## src/rtl/hyp_trap_pkg.sv

```systemverilog
`timescale 1ns/1ps
package hyp_trap_pkg;

  localparam int OP_W = 3;
  localparam int EL_W = 2;
  localparam int EC_W = 6;

  typedef enum logic [OP_W-1:0] {
    OP_NONE       = 3'd0,
    OP_TLBI_IS    = 3'd1,
    OP_POU_CMO    = 3'd2,
    OP_ICALL_IS   = 3'd3,
    OP_IDG4_READ  = 3'd4,
    OP_ERR_SINGLE = 3'd5,
    OP_ERR_DUAL   = 3'd6,
    OP_SYNC_ABORT = 3'd7
  } op_class_e;

  localparam logic [EC_W-1:0] EC_NONE   = '0;
  localparam logic [EC_W-1:0] EC_SINGLE = 6'h03;
  localparam logic [EC_W-1:0] EC_DUAL   = 6'h04;

  // EL0 or EL1
  function automatic logic is_guest_el(input logic [EL_W-1:0] el);
    return el <= EL_W'(1);
  endfunction

  function automatic logic is_el1(input logic [EL_W-1:0] el);
    return el == EL_W'(1);
  endfunction

  // host mode: E2H and TGE both set
  function automatic logic host_mode(input logic e2h, input logic tge);
    return e2h & tge;
  endfunction

  function automatic logic [EC_W-1:0] syndrome_for(input op_class_e op);
    return (op == OP_ERR_DUAL) ? EC_DUAL : EC_SINGLE;
  endfunction

endpackage

```

## src/rtl/hyp_ctl_mask.sv

```systemverilog
`timescale 1ns/1ps
module hyp_ctl_mask (
  input  logic ctl_tlbis,
  input  logic ctl_pou,
  input  logic ctl_icab,
  input  logic ctl_idg4,
  input  logic mode_e2h,
  input  logic mode_tge,
  output logic eff_tlbis,
  output logic eff_pou,
  output logic eff_icab,
  output logic eff_idg4
);
  import hyp_trap_pkg::*;

  logic in_host;

  always_comb begin
    in_host   = host_mode(mode_e2h, mode_tge);
    eff_tlbis = ctl_tlbis & ~in_host;
    eff_pou   = ctl_pou   & ~in_host;
    eff_icab  = ctl_icab  & ~in_host;
    eff_idg4  = ctl_idg4  & ~in_host;
  end

endmodule

```

## src/rtl/hyp_trap_select.sv

```systemverilog
`timescale 1ns/1ps
module hyp_trap_select
  import hyp_trap_pkg::*;
(
  input  op_class_e             op,
  input  logic [EL_W-1:0]       el,
  input  logic                  nonsecure,
  input  logic                  eff_tlbis,
  input  logic                  eff_pou,
  input  logic                  eff_icab,
  input  logic                  eff_idg4,
  input  logic                  ctl_errrec,
  output logic                  trap,
  output logic [EC_W-1:0]       syndrome
);

  logic at_el1;
  logic at_guest;

  always_comb begin
    at_el1   = nonsecure & is_el1(el);
    at_guest = nonsecure & is_guest_el(el);
    unique case (op)
      OP_TLBI_IS:    trap = eff_tlbis  & at_el1;
      OP_POU_CMO:    trap = eff_pou    & at_guest;
      OP_ICALL_IS:   trap = eff_icab   & at_el1;
      OP_IDG4_READ:  trap = eff_idg4   & at_guest;
      OP_ERR_SINGLE,
      OP_ERR_DUAL:   trap = ctl_errrec & at_el1;
      default:       trap = 1'b0;
    endcase
    syndrome = trap ? syndrome_for(op) : EC_NONE;
  end

endmodule

```

## src/rtl/hyp_abort_router.sv

```systemverilog
`timescale 1ns/1ps
module hyp_abort_router
  import hyp_trap_pkg::*;
(
  input  op_class_e       op,
  input  logic [EL_W-1:0] el,
  input  logic            nonsecure,
  input  logic            ctl_abort_route,
  input  logic            el3_abort_route,
  output logic            to_el2,
  output logic            to_el3
);

  logic is_abort;

  always_comb begin
    is_abort = (op == OP_SYNC_ABORT);
    to_el3   = is_abort & el3_abort_route;
    to_el2   = is_abort & ~el3_abort_route & ctl_abort_route
             & nonsecure & is_guest_el(el);
  end

endmodule

```

## src/rtl/hyp_trap_decider.sv

```systemverilog
`timescale 1ns/1ps
module hyp_trap_decider
  import hyp_trap_pkg::*;
(
  input  logic             clk,
  input  logic             rst_n,
  input  logic             req_valid,
  input  logic [OP_W-1:0]  req_op,
  input  logic [EL_W-1:0]  req_el,
  input  logic             req_nonsecure,
  input  logic             ctl_tlbis,
  input  logic             ctl_pou,
  input  logic             ctl_icab,
  input  logic             ctl_idg4,
  input  logic             ctl_errrec,
  input  logic             ctl_abort_route,
  input  logic             mode_e2h,
  input  logic             mode_tge,
  input  logic             el3_abort_route,
  output logic             rsp_valid,
  output logic             rsp_trap_el2,
  output logic [EC_W-1:0]  rsp_syndrome,
  output logic             rsp_abort_el2,
  output logic             rsp_abort_el3
);

  op_class_e       op_cls;
  logic            eff_tlbis, eff_pou, eff_icab, eff_idg4;
  logic            nxt_trap;
  logic [EC_W-1:0] nxt_syndrome;
  logic            nxt_abort_el2, nxt_abort_el3;

  assign op_cls = op_class_e'(req_op);

  hyp_ctl_mask u_mask (
    .ctl_tlbis (ctl_tlbis),
    .ctl_pou   (ctl_pou),
    .ctl_icab  (ctl_icab),
    .ctl_idg4  (ctl_idg4),
    .mode_e2h  (mode_e2h),
    .mode_tge  (mode_tge),
    .eff_tlbis (eff_tlbis),
    .eff_pou   (eff_pou),
    .eff_icab  (eff_icab),
    .eff_idg4  (eff_idg4)
  );

  hyp_trap_select u_select (
    .op         (op_cls),
    .el         (req_el),
    .nonsecure  (req_nonsecure),
    .eff_tlbis  (eff_tlbis),
    .eff_pou    (eff_pou),
    .eff_icab   (eff_icab),
    .eff_idg4   (eff_idg4),
    .ctl_errrec (ctl_errrec),
    .trap       (nxt_trap),
    .syndrome   (nxt_syndrome)
  );

  hyp_abort_router u_router (
    .op              (op_cls),
    .el              (req_el),
    .nonsecure       (req_nonsecure),
    .ctl_abort_route (ctl_abort_route),
    .el3_abort_route (el3_abort_route),
    .to_el2          (nxt_abort_el2),
    .to_el3          (nxt_abort_el3)
  );

  always_ff @(posedge clk or negedge rst_n) begin
    if (!rst_n) begin
      rsp_valid     <= 1'b0;
      rsp_trap_el2  <= 1'b0;
      rsp_syndrome  <= EC_NONE;
      rsp_abort_el2 <= 1'b0;
      rsp_abort_el3 <= 1'b0;
    end else begin
      rsp_valid     <= req_valid;
      rsp_trap_el2  <= req_valid & nxt_trap;
      rsp_syndrome  <= req_valid ? nxt_syndrome : EC_NONE;
      rsp_abort_el2 <= req_valid & nxt_abort_el2;
      rsp_abort_el3 <= req_valid & nxt_abort_el3;
    end
  end

endmodule

```

## config.mk

```make
export PLATFORM = sky130hd
export DESIGN_NAME = hyp_trap_decider
export DESIGN_NICKNAME = d
export VERILOG_FILES = /design/src/rtl/hyp_trap_pkg.sv /design/src/rtl/hyp_ctl_mask.sv /design/src/rtl/hyp_trap_select.sv /design/src/rtl/hyp_abort_router.sv /design/src/rtl/hyp_trap_decider.sv
export SDC_FILE = /design/constraint.sdc
export NUM_CORES = 1
export LEC_CHECK = 0
export BUFFER_PORTS_ARGS = -buffer_cell sky130_fd_sc_hd__buf_2
export CAP_MARGIN = 20
export CORE_MARGIN = 1
export CORE_UTILIZATION = 35
export CTS_BUF_LIST = sky130_fd_sc_hd__clkbuf_2
export DETAILED_ROUTE_END_ITERATION = 6
export SYNTH_ARGS = -nofsm -noshare
export SYNTH_HDL_FRONTEND = slang
export SYNTH_HIERARCHICAL = 1
export SYNTH_SLANG_ARGS = --single-unit
export TNS_END_PERCENT = 50
```

## constraint.sdc

```tcl
create_clock -name clk -period 0.8 [get_ports clk]
set_input_delay 0.12 -clock clk [delete_from_list [all_inputs] [get_ports clk]]
set_output_delay 0.12 -clock clk [all_outputs]
set_load 0.05 [all_outputs]
```

# After elaboration in Yosys (flattened, before gate mapping)
# Cells that the tools add are included.
[word_totals]
ff_bits = 10
input_bits = 18
out_inout_bits = 10
word_cells = 41
[op_classes]
order_cmp = 1
eq_ne = 8
muxes = 4
n_bitwise = 22
reduce_logical = 1
[op_table]
columns = ["op", "n"]
rows = [
  ["$and 1x1->1", 20],
  ["$eq 3x3->1 const B", 4],
  ["$mux 6", 2],
  ["$eq 3x2->1 const B", 2],
  ["$pmux 1 s5", 1],
  ["$eq 3x1->1 const B", 1],
  ["$mux 3", 1],
  ["$eq 2x1->1 const B", 1],
  ["$le 2x1->1 const B", 1],
  ["$not 1->1", 2],
  ["$reduce_or 2->1", 1],
]

# Depth between registers and ports, before layout
# Gate-level depths: netlist (run 1).
[depth]
word_depth = 7
mapped_depth = 6
ltp_nobuf = 5

# Cells and area by module
# The synthesis (run 1) kept the hierarchy.
[modules_own_cells]
columns = ["mod", "instances", "cells_per_inst", "area_per_inst_um2", "seq_area_each_um2"]
rows = [
  ["hyp_trap_decider", 1, 19, 306.5, 250.2],
  ["hyp_trap_select", 1, 22, 170.2, 0.0],
  ["hyp_abort_router", 1, 5, 33.8, 0.0],
  ["hyp_ctl_mask", 1, 4, 30.0, 0.0],
]

# Worst setup path after synthesis (run 1)
# No wires, ideal clock.
[synth_path]
path_type = "in2reg"
start = "in ctl_tlbis"
end = "reg rsp_syndrome[1]"
setup_time_ns = 0.119
arrival_ns = 1.033
required_ns = 0.681
slack_ns = -0.352
cell_stages = 6
n_path_buf = 1
cell_sequence = "a21boi_1 mux2_4 a41oi_2 a21oi_1 buf_4 and2_1"
[synth_via]
elab_chain_len = 5
[synth_rtl]
columns = ["item", "line", "text"]
rows = [
  ["start: declaration", "hyp_trap_decider.sv:11", "input logic ctl_tlbis,"],
  ["$and 1x1->1", "hyp_ctl_mask.sv:20", "eff_tlbis = ctl_tlbis & ~in_host;"],
  ["$and 1x1->1", "hyp_trap_select.sv:24", "OP_TLBI_IS: trap = eff_tlbis & at_el1;"],
  ["$pmux 1 s5", "hyp_trap_select.sv:23", "unique case (op)"],
  ["$mux 6", "hyp_trap_select.sv:32", "syndrome = trap ? syndrome_for(op) : EC_NONE;"],
  ["via nxt_syndrome[1]", "hyp_trap_decider.sv:30", "logic [EC_W-1:0] nxt_syndrome;"],
  ["$mux 6", "hyp_trap_decider.sv:81", "rsp_syndrome <= req_valid ? nxt_syndrome : EC_NONE;"],
  ["end signal: assignment", "hyp_trap_decider.sv:81", ""],
  ["end: declaration", "hyp_trap_decider.sv:22", "output logic [EC_W-1:0] rsp_syndrome,"],
]
# The timed path passes the listed nets, and every way through them passes these cells.

# Final worst setup path (run 1)
[layout_path]
start = "in ctl_tlbis"
end = "reg rsp_trap_el2"
[layout_via]
elab_chain_len = 4
[layout_rtl]
columns = ["item", "line", "text"]
rows = [
  ["$and 1x1->1", "hyp_ctl_mask.sv:20", ""],
  ["via eff_tlbis", "hyp_trap_decider.sv:28", "logic eff_tlbis, eff_pou, eff_icab, eff_idg4;"],
  ["$and 1x1->1", "hyp_trap_select.sv:24", ""],
  ["$pmux 1 s5", "hyp_trap_select.sv:23", ""],
  ["via nxt_trap", "hyp_trap_decider.sv:29", "logic nxt_trap;"],
  ["$and 1x1->1", "hyp_trap_decider.sv:80", "rsp_trap_el2 <= req_valid & nxt_trap;"],
  ["end signal: assignment", "hyp_trap_decider.sv:80", ""],
  ["end: declaration", "hyp_trap_decider.sv:21", "output logic rsp_trap_el2,"],
]
# The timed path passes the listed nets, and every way through them passes these cells.

==> results of run 1 <==
[state kept, by name (all words and copies together) (netlist names)]
register,cells
rsp_abort_el2,1
rsp_valid,1
rsp_trap_el2,1
rsp_abort_el3,1
rsp_syndrome,6
[cells by family after synthesis]
family	share of synthesized area (%)
muxes	2.78
AOI/OAI and AO/OA	15.5
DFF	46.3
and+or+nand+nor	27.1
other	0.694
buffers and inverters	7.64
[timing repair]
action	in CTS	in global routing
endpoints found under the hold margin	10	0
pin swaps	1	0
resized for setup	21	1
hold buffers	1	0
setup endpoints to repair	13	14
[power breakdown]
part           internal [mW]  total (mW)  leakage (nW)  switching [mW]
Sequential             0.519       0.525         0.134         0.00614
Combinational          0.134       0.274         0.292           0.140
Clock                  0.109       0.269        0.0140           0.160
[per-stage QoR]
step	cells	setup TNS [ns]
4_1_cts	105	-1.45
3_5_place_dp	100	-1.48
5_1_grt	105	-1.88
2_1_floorplan	52	-0.778
3_3_place_gp	100	-1.33
6_report	105	-1.31
[cell usage after synthesis, drive strengths merged]
cell type,count
or2,1
nand3,2
conb,1
nand2,2
o32ai,1
nor2,1
a21oi,1
a41oi,1
inv,3
buf,4
nand2b,2
a21boi,4
a211o,1
mux2,1
and4bb,1
o21a,1
dfrtp,10
and3,1
nor4,2
and2,9
a211oi,1
[layer usage]
metal / vias to the layer above / share of wire (%) / global-route usage [%] / wire length [µm]
met5: - / 0 / 0 / 0
met4: 0 / 0 / 14.5 / 0
met3: 0 / 4.4 / 0 / 44
met2: 17 / 55 / 26.2 / 553
met1: 236 / 40 / 17.8 / 401
li1: 245 / - / - / -
[worst max-delay path by stage]
stage             startpoint              end  slack [ns]  cells past startpoint
3_3_place_gp       ctl_tlbis     rsp_trap_el2       -0.38                      6
3_5_place_dp       ctl_tlbis     rsp_trap_el2       -0.42                      6
4_1_cts        rsp_abort_el3    rsp_abort_el3       -0.13                      1
6_report           ctl_tlbis     rsp_trap_el2       -0.14                      6
5_1_grt         rsp_trap_el2     rsp_trap_el2       -0.16                      1
2_1_floorplan      ctl_tlbis  rsp_syndrome[1]       -0.30                      6
[area by class of cell]
cell class	instances	area, µm²
Fill cell	122	518
Timing Repair Buffer	38	283
Multi-Input combinational cell	35	267
Sequential cell	10	250
Tap cell	15	18.8
Clock buffer	3	15.0
Inverter	3	11.3
Clock inverter	1	3.75
==> metrics.csv, run 1 <==
metric;value;unit
die-area;0.00171;mm²
drv_cap;0;
cts_setup_buffers;0;
vias;498;
path_class;input pin to flip-flop;
worstPathArrival;1.08;ns
grt_pass1_wl;1.66;mm
start_kind;input pin;
netlist_top_cells_area;dfrtp_1, and2_1, a21boi_1, buf_4, a41oi_2;
grt_max_degree;11;
hold_viol;0;
grt.total_usage;15.5;%
holdPathEnd;rsp_valid;
synth_top_area_share;46.3;%
ant_nets;0;
vias_per_cell;4.74;
synth-seq-area-share;46.3;%
rows;13;
crit_chain;buf_2, a21boi_1, mux2_4, a41oi_2, o32ai_1, and2_1;
wire_per_inst;9.52;µm
final_common_cell;buf_2;
setup_slack;-0.140;ns
cts_tree;yes;
syn2layout_area_growth;56.9;%
routed_wl;1.00;mm
placed_area;747;µm²
min_path_cells;1;
cts-root-buf;clkbuf_2;
first_global_vias;430;
fin_crit;0.940;ns
cts_max_level;1;
ys_warn_count;6;
worstHoldStart;req_valid;
cp-end-kind;flip-flop;
hold_path_class;input pin to flip-flop;
ir_drop;473;µV
outcome;finished, violations left;
synth_cells;50;
antenna_found_initial;0;
drive_gt1_share;54.4;%
drtPass1Iterations;2;
finalSetupViolations;13;
worstPathMaxFanout;2;
io_buffers;27;
maxSlewViolCount;0;
core;0.00137;mm²
synthDistinctLibCells;24;
timing.critical_path.buf_inv;1;
slowest_stage;mux2_4;
max_stage_delay;0.28;ns
antenna_cells;0;
initial_core_util;39.6;%
leakagePower;0.440;nW
holdWs;0.0632;ns
fmax;1.06;GHz
drtIter0Drc;4;
cp_top_family;compound AO/OA/AOI/OAI gates;
nNetsFinal;109;
boundaryPins;28;
die_y;41.3;µm
final_util;62.1;%
final_cell_mix;buf_2, buf_6, buf_4, dfrtp_1, and2_1;
gp_congestion;0.766;
netlist_area;541;µm²
required;0.94;ns
drcViolationCount;0;
p_per_area;1260;mW/mm²
post-route-period-util;118;%
post-route-cell-area;848;µm²
syn_area_per_cell;10.8;µm²
clkTransAtPathRegs;0.10;ns
netlist.top_cell.by_area;dfrtp_1;
post-place-ws;-0.425;ns
cts-buffers-inserted;3;
synth_seq_cells;10;
clock_path_buffers;2;
overflow;0;
rsz0062_at_grt;yes;
place_hpwl;857;µm
clkSinkCount;10;
die_w;41.3;µm
violations;setup timing;
total_power;1.07;mW
(Power assumes the default switching activity.)
==> inputs of run 2 (changes only) <==
CORE_AREA = 2 2 39 41   (was unset)
CORE_MARGIN = unset   (was 1)
CORE_UTILIZATION = unset   (was 35)
DIE_AREA = 0 0 41 43   (was unset)
PLACE_DENSITY = 0.73   (was unset)
==> metrics.csv, run 2 (synthesized netlist as in run 1, its figures left out) <==
metric;value;unit
rsz0062_at_grt;yes;
vias;496;
top_register;rsp_syndrome;
cp-end-kind;output pin;
clkPwrFrac;24.4;%
hold_path_class;input pin to flip-flop;
maxSlewViolCount;0;
cp_top_family;flip-flops;
initial_core_util;39.1;%
die_y;43;µm
largest_register_ffs;6;
vias_per_cell;4.68;
total_power;1.06;mW
intPower;762;µW
path_class;flip-flop to output pin;
ant_nets;0;
wire_per_inst;9.61;µm
drv_cap;0;
final.fill_count;124;
holdWs;0.0714;ns
worstPathArrival;0.78;ns
nNetsFinal;109;
final_cell_mix;buf_2, buf_6, buf_4, dfrtp_1, and2_1;
drtIter0Drc;5;
cts-buffers-inserted;3;
violations;setup timing;
routed_wl;1.02;mm
crit_cells;1;
required;0.68;ns
syn2layout_area_growth;57.2;%
drive_gt1_share;54.4;%
clkSinkCount;10;
cts-root-buf;clkbuf_2;
grt_pass1_wl;1.65;mm
leakagePower;0.440;nW
core;0.00138;mm²
tns;-1.03;ns
grt_max_degree;11;
slowest_stage;dfrtp_1;
grt.total_usage;13.2;%
grtUsageMet2;25.0;%
finalSetupViolations;13;
hold_viol;0;
io_buffers;27;
max_stage_delay;0.39;ns
start_kind;flip-flop;
drcViolationCount;0;
final_util;61.4;%
min_path_cells;1;
cts_max_level;1;
drtPass1Iterations;4;
clock_path_buffers;2;
crit_chain;buf_6;
die_w;41;µm
cts_tree;yes;
fmax;1.12;GHz
combPwrFrac;25.9;%
ir_drop;437;µV
use_met1;11.2;%
boundaryPins;28;
netSwitchingPower;295;µW
final_common_cell;buf_2;
busiest_layer;met2;
setup_slack;-0.0959;ns
clkTransAtPathRegs;0.09;ns
grtUsageMet3;2.09;%
outcome;finished, violations left;
switching_share;27.9;%
antenna_found_initial;0;
cts_setup_buffers;0;
fin_crit;0.896;ns
post-place-ws;-0.370;ns
overflow;0;
timing.critical_path.buf_inv;1;
worstPathMaxFanout;1;
die-area;0.00176;mm²
first_global_vias;485;
rows;14;
seq_power_share;49.7;%
p_per_area;1240;mW/mm²
post-route-period-util;112;%
gp_congestion;0.771;
antenna_cells;0;
-- run 2: layout make-up --
| cell class | count | area [µm²] | area share (%) |
|---|---|---|---|
| clock buffer | 3 | 15.0 | 1.77 |
| sequential | 10 | 250 | 29.5 |
| multi-input combinational | 35 | 267 | 31.4 |
| timing repair buffer | 38 | 283 | 33.3 |
| tap | 16 | 20.0 | 2.36 |
| clock inverter | 1 | 3.75 | 0.442 |
| inverter | 3 | 11.3 | 1.33 |
-- run 2: per-layer routing --
metal	vias to the layer above	share of wire (%)
met5	-	0
met4	0	0
met3	0	8.5
met2	24	55
met1	225	37
li1	247	-
-- run 2: per-stage QoR --
stage	area [µm²]	std cells
3_5_place_dp	748	101
5_1_grt	850	106
2_1_floorplan	548	52
6_report	850	106
3_3_place_gp	748	101
4_1_cts	843	106
-- run 2: worst paths after layout --
| check | startpoint | to | slack, ns |
|---|---|---|---|
| worst max-delay path | rsp_valid | rsp_valid | -0.1 |
| worst min-delay path | req_valid | rsp_valid | 0.07 |
| max in group asynchronous | rst_n | rsp_syndrome[2] | 0.36 |
| min in group asynchronous | rst_n | rsp_valid | 0.26 |
-- run 2: power groups by stage --
| stage | combinational, mW | sequential, mW | clock, mW |
|---|---|---|---|
| after global routing | 0.300 | 0.527 | 0.288 |
| after global placement | 0.245 | 0.531 | 0 |
| after detailed placement | 0.251 | 0.531 | 0 |
| after floorplan | 0.0759 | 0.584 | 0 |
| after CTS | 0.274 | 0.525 | 0.275 |
| final | 0.274 | 0.525 | 0.257 |
-- run 2: timing repair --
item / in CTS / in global routing
resized for setup: 21 / 1
hold buffers: 1 / 0
pin swaps: 3 / 0
endpoints found under the setup margin: 13 / 14
hold endpoints to repair: 10 / 0
